--- config.mk ---
export PLATFORM = sky130hd
export DESIGN_NAME = sar_host_seq
export DESIGN_NICKNAME = d
export VERILOG_FILES = /design/src/rtl/sar_seq_pkg.sv /design/src/rtl/sclk_divider.sv /design/src/rtl/cmd_shifter.sv /design/src/rtl/res_shifter.sv /design/src/rtl/sar_host_seq.sv
export SDC_FILE = /design/constraint.sdc
export NUM_CORES = 1
export LEC_CHECK = 0
export ABC_CLOCK_PERIOD_IN_PS = 2200
export BUFFER_PORTS_ARGS = -buffer_cell sky130_fd_sc_hd__buf_2
export CAP_MARGIN = 20
export CORE_AREA = 2 2 70 72
export DETAILED_ROUTE_END_ITERATION = 7
export DIE_AREA = 0 0 72 74
export GPL_ROUTABILITY_DRIVEN = 1
export HOLD_SLACK_MARGIN = 0.05
export PLACE_DENSITY = 0.7
export SLEW_MARGIN = 5
export SYNTH_ARGS = -nofsm -noshare
export SYNTH_HDL_FRONTEND = slang
export SYNTH_SLANG_ARGS = --single-unit
--- constraint.sdc ---
create_clock -name clk -period 2.2 [get_ports clk]
set_clock_uncertainty 0.2 [all_clocks]
set_input_delay 0.44 -clock clk [delete_from_list [all_inputs] [get_ports clk]]
set_output_delay 0.44 -clock clk [all_outputs]
set_load 0.05 [all_outputs]
--- src/rtl/sar_seq_pkg.sv ---
package sar_seq_pkg;

  localparam int CTRL_W = 8;

  typedef enum logic [1:0] {
    ST_IDLE = 2'd0,
    ST_LEAD = 2'd1,
    ST_RUN  = 2'd2
  } seq_state_e;

  // Multiplexer code for a channel number (same for both input modes).
  function automatic logic [2:0] chan_code(input logic [1:0] ch);
    chan_code = {ch[0], ch[1], ~ch[1]};
  endfunction

  // Command word, MSB sent first.
  function automatic logic [CTRL_W-1:0] build_cmd(input logic [1:0] ch,
                                                  input logic       se,
                                                  input logic [1:0] pm);
    build_cmd = {1'b1, chan_code(ch), 1'b0, se, pm};
  endfunction

endpackage

--- src/rtl/sclk_divider.sv ---
module sclk_divider #(
  parameter int HALF_DIV = 2
) (
  input  logic clk,
  input  logic rst_n,
  input  logic run,
  output logic tick
);

  generate
    if (HALF_DIV <= 1) begin : g_direct
      assign tick = run;
    end else begin : g_count
      localparam int CW = $clog2(HALF_DIV);
      localparam logic [CW-1:0] LAST = CW'(HALF_DIV - 1);
      logic [CW-1:0] cnt_q, cnt_d;

      assign tick = run && (cnt_q == LAST);

      always_comb begin
        cnt_d = cnt_q;
        if (!run || tick) cnt_d = '0;
        else              cnt_d = cnt_q + 1'b1;
      end

      always_ff @(posedge clk or negedge rst_n) begin
        if (!rst_n) cnt_q <= '0;
        else        cnt_q <= cnt_d;
      end
    end
  endgenerate

endmodule

--- src/rtl/cmd_shifter.sv ---
module cmd_shifter #(
  parameter int W = 8
) (
  input  logic         clk,
  input  logic         rst_n,
  input  logic         load,
  input  logic [W-1:0] load_val,
  input  logic         shift,
  output logic         bit_out
);

  logic [W-1:0] sr_q, sr_d;

  always_comb begin
    sr_d = sr_q;
    if (load)       sr_d = load_val;
    else if (shift) sr_d = {sr_q[W-2:0], 1'b0};
  end

  always_ff @(posedge clk or negedge rst_n) begin
    if (!rst_n) sr_q <= '0;
    else        sr_q <= sr_d;
  end

  assign bit_out = sr_q[W-1];

endmodule

--- src/rtl/res_shifter.sv ---
module res_shifter #(
  parameter int W = 16
) (
  input  logic         clk,
  input  logic         rst_n,
  input  logic         en,
  input  logic         din,
  output logic [W-1:0] q
);

  logic [W-1:0] q_d;

  always_comb begin
    q_d = q;
    if (en) q_d = {q[W-2:0], din};
  end

  always_ff @(posedge clk or negedge rst_n) begin
    if (!rst_n) q <= '0;
    else        q <= q_d;
  end

endmodule

--- src/rtl/sar_host_seq.sv ---
module sar_host_seq
  import sar_seq_pkg::*;
#(
  parameter int HALF_DIV = 2,
  parameter int RES_W    = 16
) (
  input  logic             clk,
  input  logic             rst_n,
  input  logic             start,
  input  logic [1:0]       chan,
  input  logic             single_end,
  input  logic [1:0]       pwr_mode,
  output logic             cs_n,
  output logic             sclk,
  output logic             mosi,
  input  logic             miso,
  output logic             done,
  output logic [RES_W-1:0] result
);

  localparam int NUM_CLKS = CTRL_W + RES_W;
  localparam int RW       = $clog2(NUM_CLKS + 1);
  localparam logic [RW-1:0] LAST_RISE = RW'(NUM_CLKS);
  localparam logic [RW-1:0] CMD_RISES = RW'(CTRL_W);

  // reset: asynchronous assert, synchronous release
  logic [1:0] rst_sync_q;
  logic       rst_n_s;

  always_ff @(posedge clk or negedge rst_n) begin
    if (!rst_n) rst_sync_q <= 2'b00;
    else        rst_sync_q <= {rst_sync_q[0], 1'b1};
  end
  assign rst_n_s = rst_sync_q[1];

  seq_state_e       state_q, state_d;
  logic             cs_n_q, cs_n_d;
  logic             sclk_q, sclk_d;
  logic [RW-1:0]    rise_q, rise_d;
  logic             done_q, done_d;
  logic [RES_W-1:0] res_q, res_d;
  logic             tick, load_cmd, shift_cmd, capture;
  logic [RES_W-1:0] rx_word;

  sclk_divider #(.HALF_DIV(HALF_DIV)) u_div (
    .clk   (clk),
    .rst_n (rst_n_s),
    .run   (state_q == ST_RUN),
    .tick  (tick)
  );

  cmd_shifter #(.W(CTRL_W)) u_cmd (
    .clk      (clk),
    .rst_n    (rst_n_s),
    .load     (load_cmd),
    .load_val (build_cmd(chan, single_end, pwr_mode)),
    .shift    (shift_cmd),
    .bit_out  (mosi)
  );

  res_shifter #(.W(RES_W)) u_res (
    .clk   (clk),
    .rst_n (rst_n_s),
    .en    (capture),
    .din   (miso),
    .q     (rx_word)
  );

  // next state
  always_comb begin
    state_d   = state_q;
    cs_n_d    = cs_n_q;
    sclk_d    = sclk_q;
    rise_d    = rise_q;
    done_d    = 1'b0;
    res_d     = res_q;
    load_cmd  = 1'b0;
    shift_cmd = 1'b0;
    capture   = 1'b0;
    unique case (state_q)
      ST_IDLE: begin
        if (start) begin
          load_cmd = 1'b1;
          cs_n_d   = 1'b0;
          rise_d   = '0;
          state_d  = ST_LEAD;
        end
      end
      ST_LEAD: begin
        sclk_d  = 1'b1;
        rise_d  = RW'(1);
        state_d = ST_RUN;
      end
      ST_RUN: begin
        if (tick) begin
          if (sclk_q) begin
            sclk_d    = 1'b0;
            shift_cmd = 1'b1;
            if (rise_q == LAST_RISE) begin
              cs_n_d  = 1'b1;
              done_d  = 1'b1;
              res_d   = rx_word;
              state_d = ST_IDLE;
            end
          end else begin
            sclk_d  = 1'b1;
            rise_d  = rise_q + 1'b1;
            capture = (rise_q >= CMD_RISES);
          end
        end
      end
      default: state_d = ST_IDLE;
    endcase
  end

  // registers
  always_ff @(posedge clk or negedge rst_n_s) begin
    if (!rst_n_s) begin
      state_q <= ST_IDLE;
      cs_n_q  <= 1'b1;
      sclk_q  <= 1'b0;
      rise_q  <= '0;
      done_q  <= 1'b0;
      res_q   <= '0;
    end else begin
      state_q <= state_d;
      cs_n_q  <= cs_n_d;
      sclk_q  <= sclk_d;
      rise_q  <= rise_d;
      done_q  <= done_d;
      res_q   <= res_d;
    end
  end

  assign cs_n   = cs_n_q;
  assign sclk   = sclk_q;
  assign done   = done_q;
  assign result = res_q;


  sclk_idle_chk: assert property (@(posedge clk) disable iff (!rst_n_s)
    cs_n_q |-> !sclk_q);


  edge_total_chk: assert property (@(posedge clk) disable iff (!rst_n_s)
    $rose(cs_n_q) |-> (rise_q == LAST_RISE));


  lead_gap_chk: assert property (@(posedge clk) disable iff (!rst_n_s)
    $fell(cs_n_q) |-> (mosi && !sclk_q) ##1 (sclk_q && !cs_n_q));


  mosi_hold_chk: assert property (@(posedge clk) disable iff (!rst_n_s)
    (!cs_n_q && !$fell(cs_n_q) && !$fell(sclk_q)) |-> $stable(mosi));


  done_once_chk: assert property (@(posedge clk) disable iff (!rst_n_s)
    done_q |=> !done_q);


  done_edge_chk: assert property (@(posedge clk) disable iff (!rst_n_s)
    done_q |-> (cs_n_q && !sclk_q && $past(!cs_n_q)));


  busy_ignore_chk: assert property (@(posedge clk) disable iff (!rst_n_s)
    (state_q == ST_RUN && start) |=> (state_q != ST_LEAD));

endmodule

==> results_dict.tcl <==
set metrics [dict create \
    status "finished, final reports clean" \
    gp_congestion 0.7814 \
    final_util_pct 55.46 \
    cts_buffer_depth 2 \
    reg2reg_from "state_q[0]$_DFFE_PN0P_" \
    finalCritPeriodShare_pct 94.20 \
    drc 0 \
    worstReg2RegEnd "rise_q[3]$_DFFE_PN0P_" \
    drv_slew 0 \
    crit_end "rise_q[3]$_DFFE_PN0P_" \
    power.density_nw_per_um2 890.6 \
    fin_setup_tns_ps 0 \
    crit_type "reg2reg" \
    grt_use_met3_pct 2.981 \
    start_util_pct 48.05 \
    cts-buffers-inserted 5 \
    total_power_mw 2.271 \
    wl_per_cell_um 13.31 \
    cp_max_fo 8 \
    grt_antenna_before_repair 0 \
    synth-main-ff-cell "dfrtp_1" \
    grt-ovfl-total 0 \
    intPower_mw 1.541 \
    syn_area_sq_um 2210 \
    drv_cap 0 \
    grt_pass1_vias 1268 \
    dpl-instance-area_sq_um 2437 \
    yosys.area.top_type_share_pct 58.89 \
    insertedDiodeCount 0 \
    die_w_um 72 \
    stdcell_count 255 \
    peakVddDrop_v 0.0006225 \
    cts_tree "built" \
    stdcell_area_sq_um 2550 \
    ys_top_cells_by_count "dfrtp_1, mux2_2, nand2_1" \
    p_sw_mw 0.7298 \
    ys_top_cells_by_area "dfrtp_1, mux2_2, ha_1, mux2i_1, o21ai_0" \
    worst_slack_ps 127.5 \
    area_delta_synth_final_pct 15.40 \
    rsz0062_at_grt "false" \
    port_buffers 28 \
    synth_most_common_cell "dfrtp_1" \
    synth_area_leader_cell "dfrtp_1" \
    hold_violations 0 \
    met1_usage_pct 19.52 \
    ioPinCount 29 \
    avgSynthCellArea_sq_um 13.47 \
    synth_fp_nets 180 \
    yosysWarnings 0 \
    grtUsageMet2_pct 23.05 \
    clock-sinks 53 \
    fin_crit_ps 2073 \
    cts-root-buf "clkbuf_8" \
    nets 216 \
    fin_hold_ws_ps 39.20 \
    synth_edf_count 0 \
    r2r_slack_ps 130 \
    die_h_um 74 \
    clockPowerShare_pct 24.9 \
    dp_slack_ps 116.7 \
    crit_path_start_kind "flop" \
    clk_pin_slew_ps 100 \
    dp_cells 246 \
    grt_max_degree 52 \
    dr.pass1.iters 4 \
    postCtsSetupBuffers 0 \
    yosysSeqAreaShare_pct 60.08 \
    synthArstFlopShare_pct 100.0 \
    dieArea_sq_um 5328 \
    routed_wl_mm 3.393 \
    leakagePower_nw 1.323 \
    crit_start "state_q[0]$_DFFE_PN0P_" \
    grt-busiest-layer "met2" \
    ys_ff_latch 53 \
    h-tree-depth 2 \
    synth_cell_type_count 30 \
    drive_gt1_share_pct 41.29 \
    worstPathArrival_ps 2090 \
    fmax_ghz 0.4825 \
    final-setup-viol-count 0 \
    grt_pass1_wl_mm 5.975 \
    vias 1319 \
    core_sq_um 4598 \
    endpoint_kind "flop" \
    comb_power_share_pct 23.1 \
    dpl.hpwl_mm 2.394 \
    syn-instance-count 164 \
    rows 25 \
    postRouteAntennaNets 0 \
    min_path_type "reg2async" \
    clk_latency_ps 300 \
    swShare_pct 32.14 \
    required_ps 2210 \
    r2r_cells 6 \
    grt_use_total_pct 14.62 \
    seqPwrFrac_pct 52.0 \
    vias_per_cell 5.173 \
    first_iter_violations 56 \
]
## timing repair
action | 4_1_cts | 5_1_grt
hold endpoints to repair | 2 | 0
setup endpoints to repair | 0 | 8
resized for setup | 0 | 2
hold buffers | 1 | 0
## critical path, stage by stage, from the launching register on
cell and delay [ps]:
dfrtp_1 410, inv_1 100, ha_1 260, nor2b_1 170, a211o_1 320, or2_1 300, o31ai_1 220
## kinds of logic after synthesis
logic type	after synthesis	synth area share, %
AO/OA/AOI/OAI	20	5.493
flip-flops	53	60.08
AND/OR/NAND/NOR	34	7.928
adder cells (fa/ha/maj)	7	3.964
multiplexers	41	20.56
other	1	0.1697
buffers and inverters	8	1.812
## cell usage in the layout, fill, tap and decap left out, types with 4 or more instances in the layout
cell type,instances
a21oi_1,5
buf_2,28
clkbuf_8,5
dfrtp_1,50
ha_1,6
inv_1,4
mux2_2,35
mux2i_1,6
nand2_1,8
nand3_1,4
nor2_1,7
nor2b_1,5
o21ai_0,7
## worst min path at each step
| stage | endpoint | slack (ps) | depth (start not counted) |
|---|---|---|---|
| detailed placement | rst_sync_q[0]$_DFF_PN0_ | 30 | 1 |
| global placement | rst_sync_q[0]$_DFF_PN0_ | 30 | 1 |
| floorplan | rst_sync_q[0]$_DFF_PN0_ | -60 | 0 |
| CTS | result[2]$_DFFE_PN0P_ | 70 | 1 |
| finish | rise_q[4]$_DFFE_PN0P_ | 40 | 1 |
| global route | result[0]$_DFFE_PN0P_ | 80 | 1 |
## sequential cells by signal, indices dropped and copies added, names as in the netlist
register / flops
cs_n: 1
state_q: 2
u_res.q: 16
rst_sync_q: 2
u_div.g_count.cnt_q: 1
rise_q: 5
sclk: 1
u_cmd.sr_q: 8
done: 1
result: 16
## layout make-up
class                           count  area (sq um)
Fill cell                         387          2048
Clock buffer                        5         68.82
Tap cell                           54         67.56
Timing Repair Buffer               33         192.7
Multi-Input combinational cell    103         849.6
Sequential cell                    53          1330
Clock inverter                      3         26.28
Inverter                            4         15.01
## power by group through the flow
| stage | logic (mW) | registers (mW) | clock network (mW) |
|---|---|---|---|
| 4_1_cts | 0.526 | 1.18 | 0.590 |
| 2_1_floorplan | 0.365 | 1.23 | 0 |
| 5_1_grt | 0.592 | 1.20 | 0.629 |
| 3_3_place_gp | 0.499 | 1.19 | 0 |
| 3_5_place_dp | 0.524 | 1.20 | 0 |
| 6_report | 0.524 | 1.18 | 0.565 |
## layer usage
metal | wire [um] | part of all wire [%] | vias up
met2 | 1633 | 48 | 25
met4 | 32 | 0.94 | 0
li1 | - | - | 638
met5 | 0 | 0 | -
met1 | 1604 | 47 | 652
met3 | 123 | 3.6 | 4
No activity file was read; power rests on OpenSTA's default activity.
